## src/rtl/wrc_pkg.sv

```systemverilog
package wrc_pkg;

    typedef enum logic [1:0] {
        SEQ_IDLE,
        SEQ_PEND,
        SEQ_HOLD,
        SEQ_DONE
    } seq_state_e;

    // Bit position in the control word of target module idx:
    // cores occupy the low bits in order, the L2 controller sits at l2_bit.
    function automatic int unsigned field_bit(input int unsigned idx,
                                              input int unsigned n_cores,
                                              input int unsigned l2_bit);
        return (idx < n_cores) ? idx : l2_bit;
    endfunction

endpackage

```

## src/rtl/wrc_seq.sv

```systemverilog
module wrc_seq #(
    parameter int unsigned HOLD_CYC = 32
) (
    input  logic clk,
    input  logic rst_n,
    input  logic req,
    input  logic wfi,
    output logic mod_rst_n,
    output logic clr
);
    import wrc_pkg::*;

    localparam int unsigned CNT_W = $clog2(HOLD_CYC + 1);
    localparam logic [CNT_W-1:0] CNT_LAST = CNT_W'(HOLD_CYC - 1);

    seq_state_e       state_q, state_d;
    logic [CNT_W-1:0] cnt_q, cnt_d;

    // Next-state logic
    always_comb begin
        state_d = state_q;
        cnt_d   = '0;
        unique case (state_q)
            SEQ_IDLE: begin
                if (req && wfi)      state_d = SEQ_HOLD;
                else if (req)        state_d = SEQ_PEND;
            end
            SEQ_PEND: begin
                if (!req)            state_d = SEQ_IDLE;
                else if (wfi)        state_d = SEQ_HOLD;
            end
            SEQ_HOLD: begin
                if (cnt_q == CNT_LAST) state_d = SEQ_DONE;
                else                   cnt_d   = cnt_q + 1'b1;
            end
            SEQ_DONE: begin
                state_d = SEQ_IDLE;
            end
            default: state_d = SEQ_IDLE;
        endcase
    end

    // State register
    always_ff @(posedge clk or negedge rst_n) begin
        if (!rst_n) begin
            state_q <= SEQ_IDLE;
            cnt_q   <= '0;
        end else begin
            state_q <= state_d;
            cnt_q   <= cnt_d;
        end
    end

    // Outputs
    always_comb begin
        mod_rst_n = 1'b1;
        clr       = 1'b0;
        unique case (state_q)
            SEQ_IDLE: ;
            SEQ_PEND: ;
            SEQ_HOLD: mod_rst_n = 1'b0;
            SEQ_DONE: clr       = 1'b1;
            default:  ;
        endcase
    end

endmodule

```

## src/rtl/wrc_regs.sv

```systemverilog
module wrc_regs #(
    parameter int unsigned N_CORES    = 4,
    parameter int unsigned L2_BIT     = 8,
    parameter int unsigned ADDR_W     = 12,
    parameter int unsigned DATA_W     = 32,
    parameter logic [ADDR_W-1:0] REG_OFFSET = ADDR_W'('h34),
    localparam int unsigned NMOD      = N_CORES + 1
) (
    input  logic              clk,
    input  logic              cold_rst_n,
    input  logic              bus_rst_n,
    input  logic              bus_sel,
    input  logic              bus_wr,
    input  logic              bus_priv,
    input  logic [ADDR_W-1:0] bus_addr,
    input  logic [DATA_W-1:0] bus_wdata,
    input  logic [NMOD-1:0]   clr,
    output logic [NMOD-1:0]   fields,
    output logic [DATA_W-1:0] bus_rdata,
    output logic              bus_err
);
    import wrc_pkg::*;

    logic              addr_hit;
    logic              wr_ok;
    logic              rd_req;
    logic [NMOD-1:0]   set;
    logic [DATA_W-1:0] rd_img;
    logic              unused_wdata;

    assign addr_hit     = (bus_addr == REG_OFFSET);
    assign wr_ok        = bus_sel && bus_wr && bus_priv && addr_hit;
    assign rd_req       = bus_sel && !bus_wr && addr_hit;
    assign unused_wdata = ^bus_wdata;

    genvar gi;
    generate
        for (gi = 0; gi < NMOD; gi++) begin : g_field
            localparam int unsigned POS = field_bit(gi, N_CORES, L2_BIT);
            assign set[gi] = wr_ok && bus_wdata[POS];

            // Request bit: a new request wins over the self-clear.
            always_ff @(posedge clk or negedge cold_rst_n) begin
                if (!cold_rst_n)      fields[gi] <= 1'b0;
                else if (set[gi])     fields[gi] <= 1'b1;
                else if (clr[gi])     fields[gi] <= 1'b0;
            end
        end
    endgenerate

    always_comb begin
        rd_img = '0;
        for (int i = 0; i < NMOD; i++) begin
            rd_img[field_bit(i, N_CORES, L2_BIT)] = fields[i];
        end
    end

    always_ff @(posedge clk or negedge bus_rst_n) begin
        if (!bus_rst_n) begin
            bus_rdata <= '0;
            bus_err   <= 1'b0;
        end else begin
            bus_rdata <= (rd_req && bus_priv) ? rd_img : '0;
            bus_err   <= rd_req && !bus_priv;
        end
    end

endmodule

```

## src/rtl/wfi_reset_ctrl.sv

```systemverilog
module wfi_reset_ctrl #(
    parameter int unsigned N_CORES    = 4,
    parameter int unsigned L2_BIT     = 8,
    parameter int unsigned HOLD_CYC   = 32,
    parameter int unsigned ADDR_W     = 12,
    parameter logic [ADDR_W-1:0] REG_OFFSET = ADDR_W'('h34)
) (
    input  logic               clk,
    input  logic               cold_rst_n,
    input  logic               warm_rst_n,
    input  logic               bus_sel,
    input  logic               bus_wr,
    input  logic               bus_priv,
    input  logic [ADDR_W-1:0]  bus_addr,
    input  logic [31:0]        bus_wdata,
    output logic [31:0]        bus_rdata,
    output logic               bus_err,
    input  logic [N_CORES-1:0] core_wfi,
    input  logic               l2_wfi,
    output logic [N_CORES-1:0] core_por_n,
    output logic               l2_rst_n
);
    localparam int unsigned NMOD = N_CORES + 1;

    logic            seq_rst_n;
    logic [NMOD-1:0] wfi_all;
    logic [NMOD-1:0] fields;
    logic [NMOD-1:0] clr;
    logic [NMOD-1:0] mod_rst_n;

    assign seq_rst_n = cold_rst_n & warm_rst_n;
    assign wfi_all   = {l2_wfi, core_wfi};

    wrc_regs #(
        .N_CORES   (N_CORES),
        .L2_BIT    (L2_BIT),
        .ADDR_W    (ADDR_W),
        .DATA_W    (32),
        .REG_OFFSET(REG_OFFSET)
    ) u_regs (
        .clk       (clk),
        .cold_rst_n(cold_rst_n),
        .bus_rst_n (seq_rst_n),
        .bus_sel   (bus_sel),
        .bus_wr    (bus_wr),
        .bus_priv  (bus_priv),
        .bus_addr  (bus_addr),
        .bus_wdata (bus_wdata),
        .clr       (clr),
        .fields    (fields),
        .bus_rdata (bus_rdata),
        .bus_err   (bus_err)
    );

    genvar gm;
    generate
        for (gm = 0; gm < NMOD; gm++) begin : g_seq
            wrc_seq #(
                .HOLD_CYC(HOLD_CYC)
            ) u_seq (
                .clk      (clk),
                .rst_n    (seq_rst_n),
                .req      (fields[gm]),
                .wfi      (wfi_all[gm]),
                .mod_rst_n(mod_rst_n[gm]),
                .clr      (clr[gm])
            );
        end
    endgenerate

    assign core_por_n = mod_rst_n[N_CORES-1:0];
    assign l2_rst_n   = mod_rst_n[N_CORES];

endmodule

```

## config.mk

```make
export PLATFORM = sky130hd
export DESIGN_NAME = wfi_reset_ctrl
export DESIGN_NICKNAME = d
export VERILOG_FILES = /design/src/rtl/wrc_pkg.sv /design/src/rtl/wrc_seq.sv /design/src/rtl/wrc_regs.sv /design/src/rtl/wfi_reset_ctrl.sv
export SDC_FILE = /design/constraint.sdc
export NUM_CORES = 1
export LEC_CHECK = 0
export CAP_MARGIN = 20
export CORE_ASPECT_RATIO = 0.6
export CORE_MARGIN = 4
export CORE_UTILIZATION = 29
export CTS_CLUSTER_SIZE = 16
export DETAILED_ROUTE_END_ITERATION = 16
export DONT_BUFFER_PORTS = 1
export PLACE_DENSITY_LB_ADDON = 0.08
export SLEW_MARGIN = 20
export SYNTH_ARGS = -nofsm -noshare
export SYNTH_HDL_FRONTEND = slang
export SYNTH_HIERARCHICAL = 1
export SYNTH_SLANG_ARGS = --single-unit
```

## constraint.sdc

```tcl
create_clock -name clk -period 1.7 [get_ports clk]
set_input_delay 0.255 -clock clk [delete_from_list [all_inputs] [get_ports clk]]
set_output_delay 0.255 -clock clk [all_outputs]
set_load 0.005 [all_outputs]
```

==> results.toml <==
[status]
run_status = "finished, final reports clean"

[flow_run]
max_cap_violations = 0

[routing]
remaining_drc_errors = 0
vias_per_cell = 4.13
wl_per_cell_um = 13.2
wl_met1_um = 2440
wl_um = 4630
wl_met3_um = 407
first_pass_iters = 4
top_layer = "met4"
drt_iter0_markers = 50
drtAntennaViolNets = 0
dr_wl_met2_um = 1730
vias = 1454

[critical_path]
worst_setup_path_end_kind = "async pin"
critical_path_class = "in2async"
crit_path_max_fanout = 33
critPathRequiredTime_ns = 2.18
reg2reg_depth = 4
ff2ff_setup_slack_ns = 0.44
r2r_start = "g_seq[2].u_seq/cnt_q[0]"
reg2reg_to = "g_seq[2].u_seq/cnt_q[3]"
cp_data_arrival_time_ns = 1.77
startpoint_type = "primary input"

[yosys]
syn_avg_cell_area_um2 = 10.3
synth_area_um2 = 2420
yosysUniqueCellTypes = 26
ys_ff_latch = 51
syn_inst = 234
yosysWarnings = 6
yosysSeqAreaShare = 0.527

[placement]
gp_congestion = 0.738
hpwl_um = 3470
io_buffers = 0
dp.cells = 342
placed_area_um2 = 2470

[power]
p_int_w = 0.00197
pwr-share-clk = 0.475
p_seq_frac = 0.495
leakagePower_nw = 1.18
p_comb_frac = 0.030
peakVddDrop_uv = 306
switching_share = 0.201
power_per_cell_area_nw_per_um2 = 925
p_sw_w = 0.000497

[worst_hold_path]
min_path_cells = 1
hold_class = "in2reg"
hold_end = "u_regs/bus_err"
hold_start = "bus_priv"

[floorplanning]
io-pin-count = 93
rows = 25
chipHeight_um = 78.8
initial_core_util = 0.302
dieArea_um2 = 9920
die_w_um = 126
core_area_um2 = 8010

[cells_and_area]
antenna_cells = 0
stdcell_count = 352
syn_to_final_growth_pct = 10.1
drive_above_1_share = 0.0738
layout.nets = 303
final_area_um2 = 2670

[sta]
setup_violations = 0
drv_slew = 0
timing.fmax_mhz = 775
fin_crit_ns = 1.29
rsz0062_at_grt = "no"
tns_ns = 0
hold_viol = 0
finClkSkew_ns = 0.00811
timing.final.crit_share = 0.759

[clock_tree]
root_buffer = "clkbuf_16"
clock_sinks = 51
cts.clk_slew.worst_paths_ns = 0.07
clk_path_buf_depth = 2
clock_latency_ns = 0.29
cts_tree = "yes"
cts_buffers = 5
cts_resized = 0
cts_htree_levels = 2
cts_setup_buffers = 0

[grt]
grt.total_usage = 0.0980
first_global_vias = 1491
antenna_found_initial = 0
grt_max_degree = 34
grt_overflow = 0
grt_first_pass_wirelength_um = 7610
[power by group through the flow]
stage	registers, W	logic [W]	clock network, W
after floorplan	0.00124	0.0000953	0
after global placement	0.00124	0.0000700	0
after detailed placement	0.00124	0.0000691	0
after CTS	0.00122	0.0000769	0.00121
after global routing	0.00122	0.0000889	0.00127
final	0.00122	0.0000747	0.00117
[worst max-delay path by stage]
stage                               to  cells after the start               startpoint
2_1_floorplan  g_seq[0].u_seq/cnt_q[0]                      1               warm_rst_n
3_3_place_gp   g_seq[2].u_seq/cnt_q[3]                      4  g_seq[2].u_seq/cnt_q[0]
3_5_place_dp   g_seq[0].u_seq/cnt_q[3]                      4  g_seq[0].u_seq/cnt_q[0]
4_1_cts        g_seq[2].u_seq/cnt_q[4]                      3               cold_rst_n
5_1_grt        g_seq[3].u_seq/cnt_q[3]                      3               cold_rst_n
6_report       g_seq[3].u_seq/cnt_q[5]                      3               cold_rst_n
[worst max-delay path: stages]
cell	delay [ns]
dlygate4sd3_1	0.76
and2_2	0.46
buf_12	0.27
[area by class of cell]
cell class,count,area (um^2)
Clock inverter,2,35.0
Multi-Input combinational cell,162,965
Fill cell,827,5340
Sequential cell,51,1280
Timing Repair Buffer,3,40.0
Tap cell,108,135
Clock buffer,6,139
Inverter,20,75.1
[logic make-up (layout without fill, tap and decap cells)]
logic type,Yosys count,in the layout,share of synthesized area
and+or+nand+nor,85,85,0.196
DFF,51,51,0.527
buffers and inverters,47,31,0.115
AOI/OAI and AO/OA,30,30,0.0801
xor gates and xnor gates,15,15,0.0543
adders and majority gates,5,5,0.0259
other,1,27,0.00155
[cells in the mapped netlist (all sizes together)]
| master | count | area (um^2) |
|---|---|---|
| a21oi | 5 | 43.8 |
| xor2 | 10 | 87.6 |
| nor3b | 2 | 15.0 |
| o21ai | 15 | 75.1 |
| inv | 20 | 75.1 |
| nor2 | 20 | 75.1 |
| nand3 | 16 | 85.1 |
| o32ai | 5 | 43.8 |
| conb | 1 | 3.75 |
| nor2b | 5 | 31.3 |
| nand2b | 10 | 62.6 |
| buf | 27 | 203 |
| nor4bb | 1 | 10.0 |
| o22ai | 5 | 31.3 |
| dfrtp | 51 | 1280 |
| xnor2 | 5 | 43.8 |
| nor3 | 6 | 30.0 |
| or3 | 5 | 31.3 |
| nor4b | 1 | 23.8 |
| and2 | 11 | 68.8 |
| and4bb | 1 | 12.5 |
| nand4 | 1 | 6.26 |
| nand2 | 6 | 22.5 |
| ha | 5 | 62.6 |
[flip-flops by register name (all words and copies together), names as in the netlist]
register and cells:
g_seq.u_seq/cnt_q 30, g_seq.u_seq/state_q 10, u_regs/bus_err 1, u_regs/bus_rdata 5
u_regs/fields 5
[what timing repair did]
action	in CTS	in global routing
hold buffers	2	0
setup endpoints to repair	0	0
endpoints found under the hold margin	18	0
[stage by stage]
step	utilization	setup slack, ns	hold slack [ns]	power, W
2_1_floorplan	-	0.0769	-0.0406	0.00134
3_5_place_dp	0.309	0.429	-0.0403	0.00131
5_1_grt	0.333	0.231	0.0137	0.00258
3_3_place_gp	0.309	0.404	-0.0403	0.00131
4_1_cts	0.333	0.326	0.0141	0.00251
6_report	0.333	0.410	0.0248	0.00247
[layout by cell type, fill, tap and decap left out, types with 6 or more instances in the layout]
master    count
and2_1       10
inv_1        20
nor2_1       20
o21ai_0      10
conb_1       27
xor2_1       10
nor3_1        6
nand3_1      15
nand2b_1     10
nand2_1       6
dfrtp_1      51
[per-layer routing]
metal	vias up	global-route usage
li1	740	-
met1	660	0.146
met2	47	0.127
met3	7	0.0417
met4	0	0.0289
met5	-	0
(Power assumes the default switching activity.)
